`src/rtl/lcdb_pkg.sv`:
```
package lcdb_pkg;
  typedef enum logic [1:0] {PH_IDLE, PH_SETUP, PH_PULSE, PH_HOLD} phase_e;
  localparam logic [2:0] W_CMD  = 3'd0;
  localparam logic [2:0] W_DAT  = 3'd1;
  localparam logic [2:0] W_RD   = 3'd2;
  localparam logic [2:0] W_RAW  = 3'd3;
  localparam logic [2:0] W_MASK = 3'd4;
  localparam logic [2:0] W_STAT = 3'd5;
  localparam int VALID_BIT = 8;
endpackage

```
`src/rtl/lcdb_phase.sv`:
```
module lcdb_phase
  import lcdb_pkg::*;
#(
  parameter int SETUP_CYC = 2,
  parameter int PULSE_CYC = 4,
  parameter int HOLD_CYC  = 2
) (
  input  logic       clk,
  input  logic       rst_n,
  input  logic       start,
  input  logic       st_rs,
  input  logic       st_rw,
  input  logic [3:0] st_nib,
  input  logic [3:0] lcd_d_in,
  output logic       busy,
  output logic       cap,
  output logic [3:0] cap_nib,
  output logic       lcd_rs,
  output logic       lcd_rw,
  output logic       lcd_en,
  output logic [3:0] lcd_d_out,
  output logic       lcd_d_oe
);
  localparam int MAX_AB = (SETUP_CYC > PULSE_CYC) ? SETUP_CYC : PULSE_CYC;
  localparam int MAXC   = (MAX_AB > HOLD_CYC) ? MAX_AB : HOLD_CYC;
  localparam int CNT_W  = $clog2(MAXC + 1);

  phase_e           ph_q, ph_n;
  logic [CNT_W-1:0] cnt_q, cnt_n;
  logic             rs_q, rw_q;
  logic [3:0]       nib_q;
  logic             ld;

  assign ld = (ph_q == PH_IDLE) && start;

  always_comb begin
    ph_n  = ph_q;
    cnt_n = cnt_q;
    cap   = 1'b0;
    unique case (ph_q)
      PH_IDLE: if (start) begin
        ph_n  = PH_SETUP;
        cnt_n = CNT_W'(SETUP_CYC - 1);
      end
      PH_SETUP: if (cnt_q == '0) begin
        ph_n  = PH_PULSE;
        cnt_n = CNT_W'(PULSE_CYC - 1);
      end else cnt_n = cnt_q - 1'b1;
      PH_PULSE: if (cnt_q == '0) begin
        ph_n  = PH_HOLD;
        cnt_n = CNT_W'(HOLD_CYC - 1);
        cap   = rw_q;
      end else cnt_n = cnt_q - 1'b1;
      PH_HOLD: if (cnt_q == '0) ph_n = PH_IDLE;
               else cnt_n = cnt_q - 1'b1;
      default: ph_n = PH_IDLE;
    endcase
  end

  always_ff @(posedge clk or negedge rst_n) begin
    if (!rst_n) begin
      ph_q  <= PH_IDLE;
      cnt_q <= '0;
    end else begin
      ph_q  <= ph_n;
      cnt_q <= cnt_n;
    end
  end

  always_ff @(posedge clk or negedge rst_n) begin
    if (!rst_n) begin
      rs_q  <= 1'b0;
      rw_q  <= 1'b0;
      nib_q <= '0;
    end else if (ld) begin
      rs_q  <= st_rs;
      rw_q  <= st_rw;
      nib_q <= st_nib;
    end
  end

  assign busy      = (ph_q != PH_IDLE);
  assign lcd_en    = (ph_q == PH_PULSE);
  assign lcd_rs    = rs_q;
  assign lcd_rw    = rw_q;
  assign lcd_d_out = nib_q;
  assign lcd_d_oe  = busy && !rw_q;
  assign cap_nib   = lcd_d_in;
endmodule

```
`src/rtl/lcdb_regs.sv`:
```
module lcdb_regs
  import lcdb_pkg::*;
#(
  parameter int DW = 32,
  parameter int AW = 5
) (
  input  logic          clk,
  input  logic          rst_n,
  input  logic          wr_en,
  input  logic          rd_en,
  input  logic [AW-1:0] addr,
  input  logic [DW-1:0] wdata,
  output logic [DW-1:0] rdata,
  input  logic          busy,
  input  logic          cap,
  input  logic [3:0]    cap_nib,
  output logic          start,
  output logic          st_rs,
  output logic          st_rw,
  output logic [3:0]    st_nib,
  output logic          irq,
  output logic          raw_o
);
  logic [2:0] idx;
  logic       wr_cmd, wr_dat, wr_raw, wr_mask, rd_cmd, rd_rd, clr;
  logic       st_wr, st_rd1, st_rd2;
  logic       mask_q, mask_n, raw_q, raw_n, pend_q, pend_n;
  logic       pair_q, pair_n, sec_q, sec_n;
  logic [3:0] nib_q, nib_n;

  assign idx     = addr[AW-1:2];
  assign wr_cmd  = wr_en && idx == W_CMD;
  assign wr_dat  = wr_en && idx == W_DAT;
  assign wr_raw  = wr_en && idx == W_RAW;
  assign wr_mask = wr_en && idx == W_MASK;
  assign rd_cmd  = rd_en && !wr_en && idx == W_CMD;
  assign rd_rd   = rd_en && !wr_en && idx == W_RD;
  assign clr     = wr_raw && !wdata[VALID_BIT];

  assign st_wr  = !busy && (wr_cmd || wr_dat);
  assign st_rd1 = !busy && rd_cmd;
  assign st_rd2 = !busy && rd_rd && pair_q;
  assign start  = st_wr || st_rd1 || st_rd2;
  assign st_rs  = wr_dat;
  assign st_rw  = !st_wr;
  assign st_nib = wdata[7:4];

  always_comb begin
    mask_n = wr_mask ? wdata[0] : mask_q;
    nib_n  = cap ? cap_nib : nib_q;
    raw_n  = raw_q;
    pend_n = pend_q;
    if (clr) begin
      raw_n  = 1'b0;
      pend_n = 1'b0;
    end
    if (cap) raw_n = 1'b1;
    if (cap && !sec_q) pend_n = 1'b1;
    sec_n  = sec_q;
    pair_n = pair_q;
    if (st_rd1) begin
      sec_n  = 1'b0;
      pair_n = 1'b0;
    end else if (st_rd2) begin
      sec_n  = 1'b1;
      pair_n = 1'b0;
    end
    if (cap && !sec_q) pair_n = 1'b1;
  end

  always_ff @(posedge clk or negedge rst_n) begin
    if (!rst_n) begin
      mask_q <= 1'b0;
      raw_q  <= 1'b0;
      pend_q <= 1'b0;
      pair_q <= 1'b0;
      sec_q  <= 1'b0;
      nib_q  <= '0;
    end else begin
      mask_q <= mask_n;
      raw_q  <= raw_n;
      pend_q <= pend_n;
      pair_q <= pair_n;
      sec_q  <= sec_n;
      nib_q  <= nib_n;
    end
  end

  assign irq   = pend_q && mask_q;
  assign raw_o = raw_q;

  always_comb begin
    rdata = '0;
    unique case (idx)
      W_RD:    rdata[7:4]       = nib_q;
      W_RAW:   rdata[VALID_BIT] = raw_q;
      W_MASK:  rdata[0]         = mask_q;
      W_STAT:  rdata[0]         = irq;
      default: rdata            = '0;
    endcase
  end
endmodule

```
`src/rtl/lcd_nib_bridge.sv`:
```
module lcd_nib_bridge #(
  parameter int DW        = 32,
  parameter int AW        = 5,
  parameter int SETUP_CYC = 2,
  parameter int PULSE_CYC = 4,
  parameter int HOLD_CYC  = 2
) (
  input  logic          clk,
  input  logic          rst_n,
  input  logic          wr_en,
  input  logic          rd_en,
  input  logic [AW-1:0] addr,
  input  logic [DW-1:0] wdata,
  output logic [DW-1:0] rdata,
  output logic          bus_busy,
  output logic          irq,
  output logic          lcd_rs,
  output logic          lcd_rw,
  output logic          lcd_en,
  output logic [3:0]    lcd_d_out,
  output logic          lcd_d_oe,
  input  logic [3:0]    lcd_d_in
);
  logic [1:0] rsync_q;
  logic       rst_s_n;
  logic       start, st_rs, st_rw, cap, raw_o;
  logic [3:0] st_nib, cap_nib;

  always_ff @(posedge clk or negedge rst_n) begin
    if (!rst_n) rsync_q <= 2'b00;
    else        rsync_q <= {rsync_q[0], 1'b1};
  end
  assign rst_s_n = rsync_q[1];

  lcdb_regs #(.DW(DW), .AW(AW)) u_regs (
    .clk(clk), .rst_n(rst_s_n), .wr_en(wr_en), .rd_en(rd_en), .addr(addr),
    .wdata(wdata), .rdata(rdata), .busy(bus_busy), .cap(cap), .cap_nib(cap_nib),
    .start(start), .st_rs(st_rs), .st_rw(st_rw), .st_nib(st_nib), .irq(irq),
    .raw_o(raw_o)
  );

  lcdb_phase #(.SETUP_CYC(SETUP_CYC), .PULSE_CYC(PULSE_CYC), .HOLD_CYC(HOLD_CYC)) u_phase (
    .clk(clk), .rst_n(rst_s_n), .start(start), .st_rs(st_rs), .st_rw(st_rw),
    .st_nib(st_nib), .lcd_d_in(lcd_d_in), .busy(bus_busy), .cap(cap),
    .cap_nib(cap_nib), .lcd_rs(lcd_rs), .lcd_rw(lcd_rw), .lcd_en(lcd_en),
    .lcd_d_out(lcd_d_out), .lcd_d_oe(lcd_d_oe)
  );
endmodule

```
`config.mk`:
```
export PLATFORM = sky130hd
export DESIGN_NAME = lcd_nib_bridge
export DESIGN_NICKNAME = d
export VERILOG_FILES = /design/src/rtl/lcdb_pkg.sv /design/src/rtl/lcdb_phase.sv /design/src/rtl/lcdb_regs.sv /design/src/rtl/lcd_nib_bridge.sv
export SDC_FILE = /design/constraint.sdc
export NUM_CORES = 1
export LEC_CHECK = 0
export ABC_AREA = 1
export BUFFER_PORTS_ARGS = -buffer_cell sky130_fd_sc_hd__buf_2
export CORE_ASPECT_RATIO = 1.1
export CORE_MARGIN = 2
export CORE_UTILIZATION = 47
export CTS_BUF_LIST = sky130_fd_sc_hd__clkbuf_8
export DETAILED_ROUTE_END_ITERATION = 16
export HOLD_SLACK_MARGIN = 0.08
export PLACE_DENSITY = 0.95
export SLEW_MARGIN = 10
export SYNTH_ARGS = -nofsm -noshare
export SYNTH_HDL_FRONTEND = slang
export SYNTH_SLANG_ARGS = --single-unit
```
`constraint.sdc`:
```
create_clock -name clk -period 2.08 [get_ports clk]
set_input_delay 0.104 -clock clk [delete_from_list [all_inputs] [get_ports clk]]
set_output_delay 0.104 -clock clk [all_outputs]
set_load 0.02 [all_outputs]
```
== Yosys cells after proc, flatten, opt, wreduce, memory -nomap -nowiden ==
Index checks and enable logic that the tools add are counted.
W data, S select, Z words.
Word-level totals
  register bits: 22
  bits of input ports: 45
  output and inout bits: 42
  word-level logic and storage cells: 84
Cells by class
  add/sub/neg operators: 1
  equality and inequality tests: 13
  multiplexer cells: 23
  reduce and logical (&&, ||, !) cells: 35
Operators by type and width (number)
  $logic_and A1 B1 Y1: 16
  $mux W3: 4
  $pmux W3 S4: 1
  $mux W1: 11
  $mux W2: 4
  $ne A2 B1 Y1 const B: 4
  $pmux W2 S4: 1
  $reduce_bool A2 Y1: 4
  $eq A3 B2 Y1 const B: 2
  $eq A3 B3 Y1 const B: 2
  $logic_not A1 Y1: 6
  $logic_not A3 Y1: 2
  $eq A2 B2 Y1 const B: 2
  $mux W4: 1
  $reduce_and A4 Y1: 1
  $eq A3 B1 Y1 const B: 1
  $logic_or A1 B1 Y1: 3
  $reduce_bool A3 Y1: 1
  $sub A3 B1 Y3 const B: 1
  $eq A2 B1 Y1 const B: 1
  $logic_not A2 Y1: 1
  $ne A2 B2 Y1 const B: 1
  $pmux W1 S2: 1
  $reduce_and A2 Y1: 1

== Depth between registers and ports, before layout ==
Gate-level depths: netlist of run 1.
  depth in word-level cells: 8
  depth in mapped cells: 11
  gate-level depth less buffers: 10

== By module ==
From an unflattened synthesis of run 1, not the netlist that was laid out.
Unflattened totals
  cell total of the unflattened synthesis: 183
  area, all modules: 1465.2 µm²
By module, submodules not included
  lcdb_phase: instances 1, cells each 79, area each 705.7 µm², seq. area each 275.3 µm²
  lcdb_regs: instances 1, cells each 101, area each 705.7 µm², seq. area each 225.2 µm²
  lcd_nib_bridge: instances 1, cells each 3, area each 53.8 µm², seq. area each 50.0 µm²

== Worst setup path after synthesis of run 1 ==
Ideal clock, no wire load.
  path kind: register -> output
  start point: register u_regs.mask_q
  end point: output rdata[0]
  arrival time: 1.487 ns
  data required time: 1.976 ns
  slack: 0.489 ns
  stages on the path, launching flop included: 3
  buffers on the path: 0
  path through: dfrtp_1 inv_1 a2111oi_0
Between the ends
  longest elaborated chain between the ends: 2
RTL lines
  start, declared: line lcdb_regs.sv:27  | logic mask_q, mask_n, raw_q, raw_n, pend_q, pend_n;
  start signal, assigned: line lcdb_regs.sv:80  | mask_q <= mask_n;
  $logic_and A1 B1 Y1: line lcdb_regs.sv:89  | assign irq = pend_q && mask_q;
  $pmux W1 S2 (*): line lcdb_regs.sv:94  | unique case (idx)
  end, declared: line lcd_nib_bridge.sv:14  | output logic [DW-1:0] rdata,
Mark *: on every way between the ends. The rest lies on a longest branch, timed or not.

== Final worst setup path of run 1 ==
  start point: register u_phase.ph_q[1]
  end point: register u_phase.ph_q[1]
Between the ends
  longest elaborated chain between the ends: 7
  elaborated cells between the ends (all ways): 18
  those cells by class: eq/ne (7); mux (1); reduce/logical (10)
RTL lines
  start, declared: line lcdb_phase.sv:28  | phase_e ph_q, ph_n;
  start signal, assigned: line lcdb_phase.sv:65  | ph_q <= ph_n;
  $reduce_bool A2 Y1: line lcdb_phase.sv:82  | assign busy = (ph_q != PH_IDLE);
  $logic_not A1 Y1: line lcdb_regs.sv:40, lcdb_regs.sv:41, lcdb_regs.sv:42
  $logic_and A1 B1 Y1, on equally long branches: line lcdb_regs.sv:40, lcdb_regs.sv:41, lcdb_regs.sv:42
  $logic_or A1 B1 Y1 / $logic_and A1 B1 Y1 (equally long branches): line lcdb_regs.sv:43, lcdb_regs.sv:42
  $logic_or A1 B1 Y1: line lcdb_regs.sv:43  | assign start = st_wr || st_rd1 || st_rd2;
  $ne A2 B1 Y1 (no source line)
  $reduce_and A4 Y1 (no source line)
Parallel ways exist; a longest one is shown, timed or not.
A chain may end at the register's enable or synchronous reset.

==> results of run 1 <==
## Yosys cell counts
cell,count,area [um2]
nor2_2,3,18.8
nand2_2,4,25.0
nor2_1,11,41.3
nand3_1,11,55.1
buf_4,26,195
o211ai_1,1,7.51
conb_1,2,7.51
inv_4,1,6.26
dfrtp_1,22,551
inv_2,4,15.0
nor3_4,1,16.3
o21ai_0,8,40.0
nand2_1,40,150
buf_6,1,11.3
inv_1,21,78.8
nor2_4,1,11.3
o21bai_1,1,7.51
ha_1,6,75.1
nor3_1,1,5.00
a21oi_1,6,30.0
a2111oi_0,1,8.76
nand4_2,1,12.5
## metal layers
metal  vias up  part of all wire  global-route usage
met4         0             0.012              0.0767
met1       510              0.42               0.177
met5         -                 0                   0
met2        33              0.53               0.327
li1        567                 -                   -
met3         4             0.038              0.0192
## cell type report
| type | instances | area, um2 | area share |
|---|---|---|---|
| multi-input combinational | 123 | 606 | 0.374 |
| sequential | 22 | 551 | 0.340 |
| timing repair buffer | 41 | 250 | 0.155 |
| inverter | 26 | 100 | 0.0618 |
| clock buffer | 3 | 41.3 | 0.0255 |
| tap | 33 | 41.3 | 0.0255 |
| clock inverter | 1 | 30.0 | 0.0185 |
## power by group through the flow
stage / combinational [mW] / clock (mW) / sequential (mW)
after CTS: 1.04 / 0.409 / 0.719
after global placement: 0.971 / 0 / 0.721
after floorplan: 0.754 / 0 / 0.780
after global routing: 1.16 / 0.434 / 0.744
after detailed placement: 1.01 / 0 / 0.729
final: 1.03 / 0.400 / 0.718
## kinds of logic after synthesis
family | after synthesis | synth area share
adders and majority gates | 6 | 0.0548
buffers and inverters | 53 | 0.224
DFF | 22 | 0.402
AOI/OAI and AO/OA | 17 | 0.0686
other | 2 | 0.00549
and+or+nand+nor | 73 | 0.245
## worst max-delay path, stage by stage, from the launching register on
cell and delay [ns]:
dfrtp_1 0.44, inv_1 0.10, ha_1 0.39, nand2_1 0.11, nor2_2 0.13, nand2_2 0.10
nand4_2 0.14, nand2_1 0.10, nand2_1 0.07, nand2_1 0.05
## worst min path at each step
stage,start,to,slack [ns],depth (start not counted)
2_1_floorplan,rst_n,rsync_q[0],-0.19,0
3_3_place_gp,rst_n,rsync_q[0],-0.11,1
3_5_place_dp,rst_n,rsync_q[1],-0.11,1
4_1_cts,wdata[0],u_regs.mask_q,0.10,3
5_1_grt,wdata[0],u_regs.mask_q,0.12,3
6_report,wdata[0],u_regs.mask_q,0.1,3
## placed cells by master (no fill, tap or decap), types with 4 or more instances in the layout
master,synthesis,final
nand2_1,40,40
buf_2,0,32
conb_1,2,27
dfrtp_1,22,22
inv_1,21,21
nor2_1,11,11
nand3_1,11,11
dlygate4sd3_1,0,9
o21ai_0,8,8
a21oi_1,6,6
ha_1,6,6
inv_2,4,4
nand2_2,4,4
## sequential cells by signal, indices dropped and copies added, names as in the netlist, 2 cells and up
| signal | cells |
|---|---|
| rsync_q | 2 |
| u_phase.cnt_q | 3 |
| u_phase.lcd_d_out | 4 |
| u_phase.ph_q | 2 |
| u_regs.nib_q | 4 |
==> results.cfg, run 1 <==
[placement]
gp_congestion = 0.791
dp_cells = 236
placed_cell_area_um2 = 1460
hpwlAfterDp_um = 1910
place_ws_ns = 0.386
io_buffers = 32

[detailed_routing]
detail-route-antenna-nets = 0
drtIter0Drc = 21
drcViolationCount = 0
dr.pass1.iters = 4
wirelength_um = 2630
drt-wirelength-per-cell_um = 10.6
viasPerCell = 4.47
route.vias.total = 1114

[synth]
syn_area_um2 = 1370
synth_cell_types = 22
synth_seq_cells = 22
yosys_warnings = 0
yosysSeqAreaShare = 0.402
syn_area_per_cell_um2 = 7.91
netlist_instances = 173

[die]
rows = 20
die_h_um = 60.6
fp.dieW_um = 55.5
core_area_um2 = 2780
die_area_um2 = 3360
ios = 87
initial_core_util = 0.493

[power]
p_total_mw = 2.15
peakVddDrop_mv = 0.666
power_frac_comb = 0.480
p_sw_frac = 0.432
power_switching_uw = 927
p_seq_frac = 0.334
p_leak_nw = 0.931
power.internal_mw = 1.22
clockPowerShare = 0.186
p_per_area_nw_per_um2 = 1330

[clocking]
root_buffer = clkbuf_8
htree_levels = 1
ctsResizeCount = 0
cts_tree = yes
cts_made_buffers = 3
cts_hold_buffers = 9
clk_latency_ns = 0.26
cts.clk_slew.worst_paths_ns = 0.08
cts_num_sinks = 22
clk_path_buf_depth = 2
cts_setup_buffers = 0

[timing]
setup_viol = 0
slew_headroom = 0.459
hold_viol = 0
rsz0062_at_grt = no
setup_tns_ns = 0
max_clock_freq_ghz = 0.571
finalWorstSetupSlack_ns = 0.329
fin_crit_sh = 0.842
fin_hold_ws_ns = 0.0992
slew_violations = 0
worst_pin_slew_ns = 0.811
min_period_ns = 1.75
fin_skew_ns = 0.00139

[setup_path]
r2r_cells = 9
arrival_ns = 1.91
required_ns = 2.24
worstPathMaxFanout = 8
r2r_slack_ns = 0.33
crit_type = reg -> reg
r2r_end = u_phase.ph_q[1]
timing.rr.start = u_phase.ph_q[1]
endpoint = u_phase.ph_q[1]
start_kind = register
crit_start = u_phase.ph_q[1]
critPathCaptureType = register

[cells_and_area]
postLayoutCellArea_um2 = 1620
diodes = 0
num-nets-final = 268
syn_to_final_growth_pct = 18.3
final_util = 0.583
finalNonFillerCells = 249
final_layout_size_suffix_gt1_frac = 0.236
fillers = 262

[global_route]
grt_max_degree = 21
grt_usage = 0.164
grt_pass1_wl_um = 4310
first_global_vias = 1035
antenna_found_initial = 0
overflow = 0

[outcome]
status = finished, final reports clean

[run]
max-cap-violations = 0

[worst_hold_path]
hold_class = in -> reg
Note: power is estimated with default switching activity, not from simulation.
==> run 2, diff against run 1 <==
--- a/config.mk
+++ b/config.mk
@@ -5,15 +5,15 @@
 export SDC_FILE = /design/constraint.sdc
 export NUM_CORES = 1
 export LEC_CHECK = 0
-export ABC_AREA = 1
+export ABC_AREA = 0
 export BUFFER_PORTS_ARGS = -buffer_cell sky130_fd_sc_hd__buf_2
 export CORE_ASPECT_RATIO = 1.1
 export CORE_MARGIN = 2
-export CORE_UTILIZATION = 47
+export CORE_UTILIZATION = 43
 export CTS_BUF_LIST = sky130_fd_sc_hd__clkbuf_8
 export DETAILED_ROUTE_END_ITERATION = 16
 export HOLD_SLACK_MARGIN = 0.08
-export PLACE_DENSITY = 0.95
+export PLACE_DENSITY = 0.9
 export SLEW_MARGIN = 10
 export SYNTH_ARGS = -nofsm -noshare
 export SYNTH_HDL_FRONTEND = slang
==> constraint.sdc (replaced) <==
create_clock -name clk -period 1.8 [get_ports clk]
set_input_delay 0.09 -clock clk [delete_from_list [all_inputs] [get_ports clk]]
set_output_delay 0.09 -clock clk [all_outputs]
set_load 0.02 [all_outputs]
==> run 2 against run 1 <==
Net effect:
- wire length fell by 2.9%
- utilization fell by 3.1 points
- fmax up 3.5%
- clock skew up 0.0059 ns
- final area grew 2.9%
- register-to-register slack got worse by 0.22 ns
- worst hold slack gained 0.023 ns
==> results.cfg, run 2 <==
[outcome]
status = finished, final reports clean

[timing]
setup_viol = 0
fin_skew_ns = 0.00726
min_period_ns = 1.69
fin_crit_sh = 0.940
max_clock_freq_ghz = 0.591
slew_violations = 0
hold_viol = 0
setup_tns_ns = 0

[setup_path]
critPathCaptureType = register
crit_type = reg -> reg
slowest_delay_ns = 0.41
start_kind = register
timing.rr.start = u_phase.ph_q[1]
crit_start = u_phase.ph_q[1]
worstPathMaxFanout = 5
required_ns = 1.95
cp_slowest_cell = dfrtp_1
cp_cell_sequence = inv_1 -> ha_2 -> nand2b_1 -> a221oi_4 -> mux2_1
arrival_ns = 1.84

[placement]
io_buffers = 32
hpwlAfterDp_um = 1880
gp_congestion = 0.832

[global_route]
grt_use_met2 = 0.272
grt_max_degree = 14
grt_usage = 0.154
antenna_found_initial = 0
gr-usage-met1 = 0.183
overflow = 0
grt_pass1_wl_um = 4380
busiest_layer = met2
use_met3 = 0.0186
first_global_vias = 1016

[synth]
synth_flop_cell = dfrtp_1
synth_seq_cells = 22
synthTopCellsByCount = buf_4 (26), dfrtp_1 (22), inv_1 (10), nor2_1 (9), nand2_1 (7)
syn_area_per_cell_um2 = 10.0
synth_top_cell_by_area = dfrtp_1
syn_area_um2 = 1340
yosys_warnings = 0
synth_edf_count = 0
netlist_instances = 134
netlist_top_cells_area = dfrtp_1 (41%), buf_4 (15%), ha_1 (5.6%)
async_flop_share = 1.00
synth_top_area_frac = 0.410
synth_cell_types = 31
synth_most_common_cell = buf_4
yosysSeqAreaShare = 0.410

[die]
initial_core_util = 0.445
die_h_um = 62.6
fp.dieW_um = 57.3
core_area_um2 = 3020
rows = 21
ios = 87
die_area_um2 = 3590

[detailed_routing]
wirelength_um = 2550
detail-route-antenna-nets = 0
drt-wirelength-per-cell_um = 11.8
drtIter0Drc = 15
drcViolationCount = 0
viasPerCell = 4.60
dr.pass1.iters = 4
route.vias.total = 999

[power]
p_leak_nw = 0.861
peakVddDrop_mv = 1.17
p_per_area_nw_per_um2 = 1600

[cells_and_area]
num-nets-final = 235
mostFrequentLayoutCells = buf_2 (32), conb_1 (27), dfrtp_1 (22)
final_layout_size_suffix_gt1_frac = 0.306
mostFrequentLayoutCell = buf_2
final_util = 0.552
syn_to_final_growth_pct = 24.0
diodes = 0

[clocking]
cts_num_sinks = 22
clk_latency_ns = 0.27
htree_levels = 1
cts_tree = yes
clk_path_buf_depth = 2
root_buffer = clkbuf_8
cts_made_buffers = 3
cts.clk_slew.worst_paths_ns = 0.08

[run]
max-cap-violations = 0

[worst_hold_path]
min_from = addr[2]
hold_class = in -> reg
## run 2: metal layers
metal / share of wire / vias to the layer above / wire, um
met2: 0.54 / 33 / 1390
met1: 0.40 / 470 / 1010
met3: 0.043 / 6 / 111
li1: - / 490 / -
met5: 0 / - / 0
met4: 0.018 / 0 / 45
## run 2: critical path, delay by kind of cell, from the launching register on
kind	cells	cell delay, ns
DFF	1	0.41
muxes	1	0.36
AOI/OAI and AO/OA	1	0.35
adders and majority gates	1	0.22
and+or+nand+nor	1	0.12
buffers and inverters	1	0.11
## run 2: logic make-up (layout without fill, tap and decap cells)
family	after synthesis	count (layout)	synth area share
mux	11	11	0.0912
simple gates	39	39	0.158
flops	22	22	0.410
other cells	2	27	0.00559
buf+inv	38	62	0.181
compound gates	16	16	0.0987
fa+ha+maj	6	6	0.0559
## run 2: area by class of cell
type                       instances  area [um2]
clock inverter                     1        30.0
timing repair buffer              48         305
clock buffer                       3        41.3
inverter                          10        37.5
tap                               34        42.5
multi-input combinational         99         659
sequential                        22         551
fill                             259        1360
## run 2: report_power, final
group          total, mW  switching [mW]  internal [mW]  leakage, nW
clock network      0.463           0.165          0.297       0.0357
logic               1.34           0.751          0.590        0.564
registers          0.862           0.148          0.714        0.260
## run 2: repair_timing
action                                  in CTS  in global routing
hold endpoints to repair                    11                  0
endpoints found under the setup margin       0                  9
setup buffers                                0                  1
hold buffers                                10                  0
resized for setup                            0                  4
## run 2: through the flow
stage | total power [mW] | area [um2] | hold slack [ns] | instances | setup WS (ns)
final | 2.67 | 1670 | 0.123 | 217 | 0.108
after global routing | 2.88 | 1670 | 0.137 | 217 | -0.0138
after CTS | 2.64 | 1640 | 0.119 | 216 | 0.0647
after detailed placement | 2.15 | 1470 | -0.119 | 202 | 0.0728
after global placement | 2.07 | 1470 | -0.123 | 202 | 0.0938
after floorplan | 1.81 | 1440 | -0.206 | 159 | 0.101
## run 2: path summary, 6_finish.rpt
| kind | end | slack (ns) | depth (start not counted) |
|---|---|---|---|
| min in group asynchronous | rsync_q[0] | 0.13 | 2 |
| worst min-delay path | u_phase.lcd_rs | 0.12 | 3 |
| worst max register to register | u_phase.lcd_d_out[2] | 0.11 | 5 |
| worst min register to register | u_regs.nib_q[2] | 0.18 | 0 |
| worst max-delay path | u_phase.lcd_d_out[2] | 0.11 | 5 |
| max in group asynchronous | u_phase.cnt_q[0] | 1.10 | 1 |
==> run 3, diff against run 2 <==
--- a/config.mk
+++ b/config.mk
@@ -13,7 +13,7 @@
 export CTS_BUF_LIST = sky130_fd_sc_hd__clkbuf_8
 export DETAILED_ROUTE_END_ITERATION = 16
 export HOLD_SLACK_MARGIN = 0.08
-export PLACE_DENSITY = 0.9
+export PLACE_DENSITY = 0.81
 export SLEW_MARGIN = 10
 export SYNTH_ARGS = -nofsm -noshare
 export SYNTH_HDL_FRONTEND = slang
==> run 3 against run 2 <==
Net effect:
- fmax fell by 0.46%
- critical path depth rose by 1
- count of clock-buffer cells in the layout did not move
- via count fell by 1.2%
- critical endpoint is now u_phase.lcd_d_out[1]
- worst hold slack barely moved
- combinational power fell by 3%
- utilization did not move
- clock skew fell by 0.0050 ns
- non-clock buffer count rose by 1
- first-iteration DRC count fell by 27%
- die area did not move
==> results.cfg, run 3 (synthesis results as in run 2) <==
[detailed_routing]
drtIter0Drc = 11
wirelength_um = 2330
viasPerCell = 4.53
dr.pass1.iters = 3
route.vias.total = 987
detail-route-antenna-nets = 0
drt-wirelength-per-cell_um = 10.7
drcViolationCount = 0

[cells_and_area]
num-nets-final = 236
diodes = 0
mostFrequentLayoutCells = buf_2 (32), conb_1 (27), dfrtp_1 (22)
multi_input_area_um2 = 652
final_layout_size_suffix_gt1_frac = 0.299
mostFrequentLayoutCell = buf_2
regArea_um2 = 551
final_util = 0.552
fillers = 265
syn_to_final_growth_pct = 24.0

[timing]
slew_violations = 0
setup_viol = 0
hold_viol = 0
rsz0062_at_grt = no
setup_tns_ns = 0
fin_skew_ns = 0.00230
min_period_ns = 1.70
fin_crit_sh = 0.944
max_clock_freq_ghz = 0.588

[clocking]
clk_path_buf_depth = 2
cts_num_sinks = 22
cts.clk_slew.worst_paths_ns = 0.08
cts_tree = yes
root_buffer = clkbuf_8
clk_latency_ns = 0.26
htree_levels = 1
cts_made_buffers = 3

[die]
initial_core_util = 0.445
die_area_um2 = 3590
rows = 21
ios = 87
die_h_um = 62.6
core_area_um2 = 3020
fp.dieW_um = 57.3

[global_route]
first_global_vias = 961
grt_max_degree = 14
overflow = 0
grt_pass1_wl_um = 3920
grt_usage = 0.137
antenna_found_initial = 0

[power]
p_leak_nw = 0.863
peakVddDrop_mv = 1.04
p_per_area_nw_per_um2 = 1560

[setup_path]
r2r_end = u_phase.lcd_d_out[1]
r2r_cells = 6
timing.rr.start = u_phase.ph_q[0]
r2r_slack_ns = 0.10
start_kind = register
required_ns = 1.95
arrival_ns = 1.85
crit_type = reg -> reg
critPathCaptureType = register
worstPathMaxFanout = 6

[placement]
hpwlAfterDp_um = 1790
gp_congestion = 0.804
io_buffers = 32

[worst_hold_path]
hold_class = in -> async

[outcome]
status = finished, final reports clean

[run]
max-cap-violations = 0
==> run 3: per-layer routing <==
metal | part of all wire | track usage
met1 | 0.43 | 0.162
met2 | 0.51 | 0.246
met3 | 0.046 | 0.0228
met4 | 0.010 | 0.0494
met5 | 0 | 0
==> run 3: power breakdown <==
| part | switching, mW | total [mW] | internal [mW] | leakage (nW) |
|---|---|---|---|---|
| Clock | 0.161 | 0.458 | 0.297 | 0.0357 |
| Sequential | 0.137 | 0.850 | 0.714 | 0.260 |
| Combinational | 0.713 | 1.30 | 0.584 | 0.566 |
==> run 3: final cells by class <==
| type | instances | share of cell area |
|---|---|---|
| Tap cell | 34 | 0.0255 |
| Sequential cell | 22 | 0.330 |
| Inverter | 10 | 0.0225 |
| Clock inverter | 1 | 0.0180 |
| Timing Repair Buffer | 49 | 0.188 |
| Multi-Input combinational cell | 99 | 0.391 |
| Clock buffer | 3 | 0.0248 |
==> run 3: worst max path at each step <==
| stage | from | endpoint | slack (ns) | cells after the start |
|---|---|---|---|---|
| floorplan | u_phase.ph_q[0] | u_phase.ph_q[1] | 0.10 | 6 |
| global placement | u_phase.ph_q[1] | u_phase.lcd_d_out[3] | 0.11 | 5 |
| detailed placement | u_phase.ph_q[1] | u_phase.lcd_d_out[1] | 0.06 | 5 |
| CTS | u_phase.ph_q[0] | u_phase.lcd_d_out[2] | 0.05 | 5 |
| global route | u_phase.ph_q[1] | u_phase.lcd_d_out[0] | 0.002 | 6 |
| finish | u_phase.ph_q[0] | u_phase.lcd_d_out[1] | 0.10 | 6 |
==> run 3: critical path: stages, from the launching register on <==
cell and delay (ns):
dfrtp_1 0.42, inv_1 0.10, ha_2 0.23, nand2b_1 0.12
a221oi_4 0.20, buf_4 0.20, mux2_1 0.33
==> run 3: through the flow <==
step	setup WS (ns)	total power, mW	std cells	instance area, um2	hold slack, ns
6_report	0.100	2.61	218	1670	0.123
5_1_grt	0.00211	2.82	218	1670	0.124
4_1_cts	0.0479	2.61	217	1650	0.122
3_5_place_dp	0.0559	2.13	203	1480	-0.120
3_3_place_gp	0.109	2.09	203	1480	-0.123
2_1_floorplan	0.101	1.81	159	1440	-0.206
==> run 3: what timing repair did <==
item | CTS | global route
hold endpoints to repair | 11 | 0
setup buffers | 0 | 1
hold buffers | 10 | 0
resized for setup | 0 | 2
endpoints found under the setup margin | 0 | 5
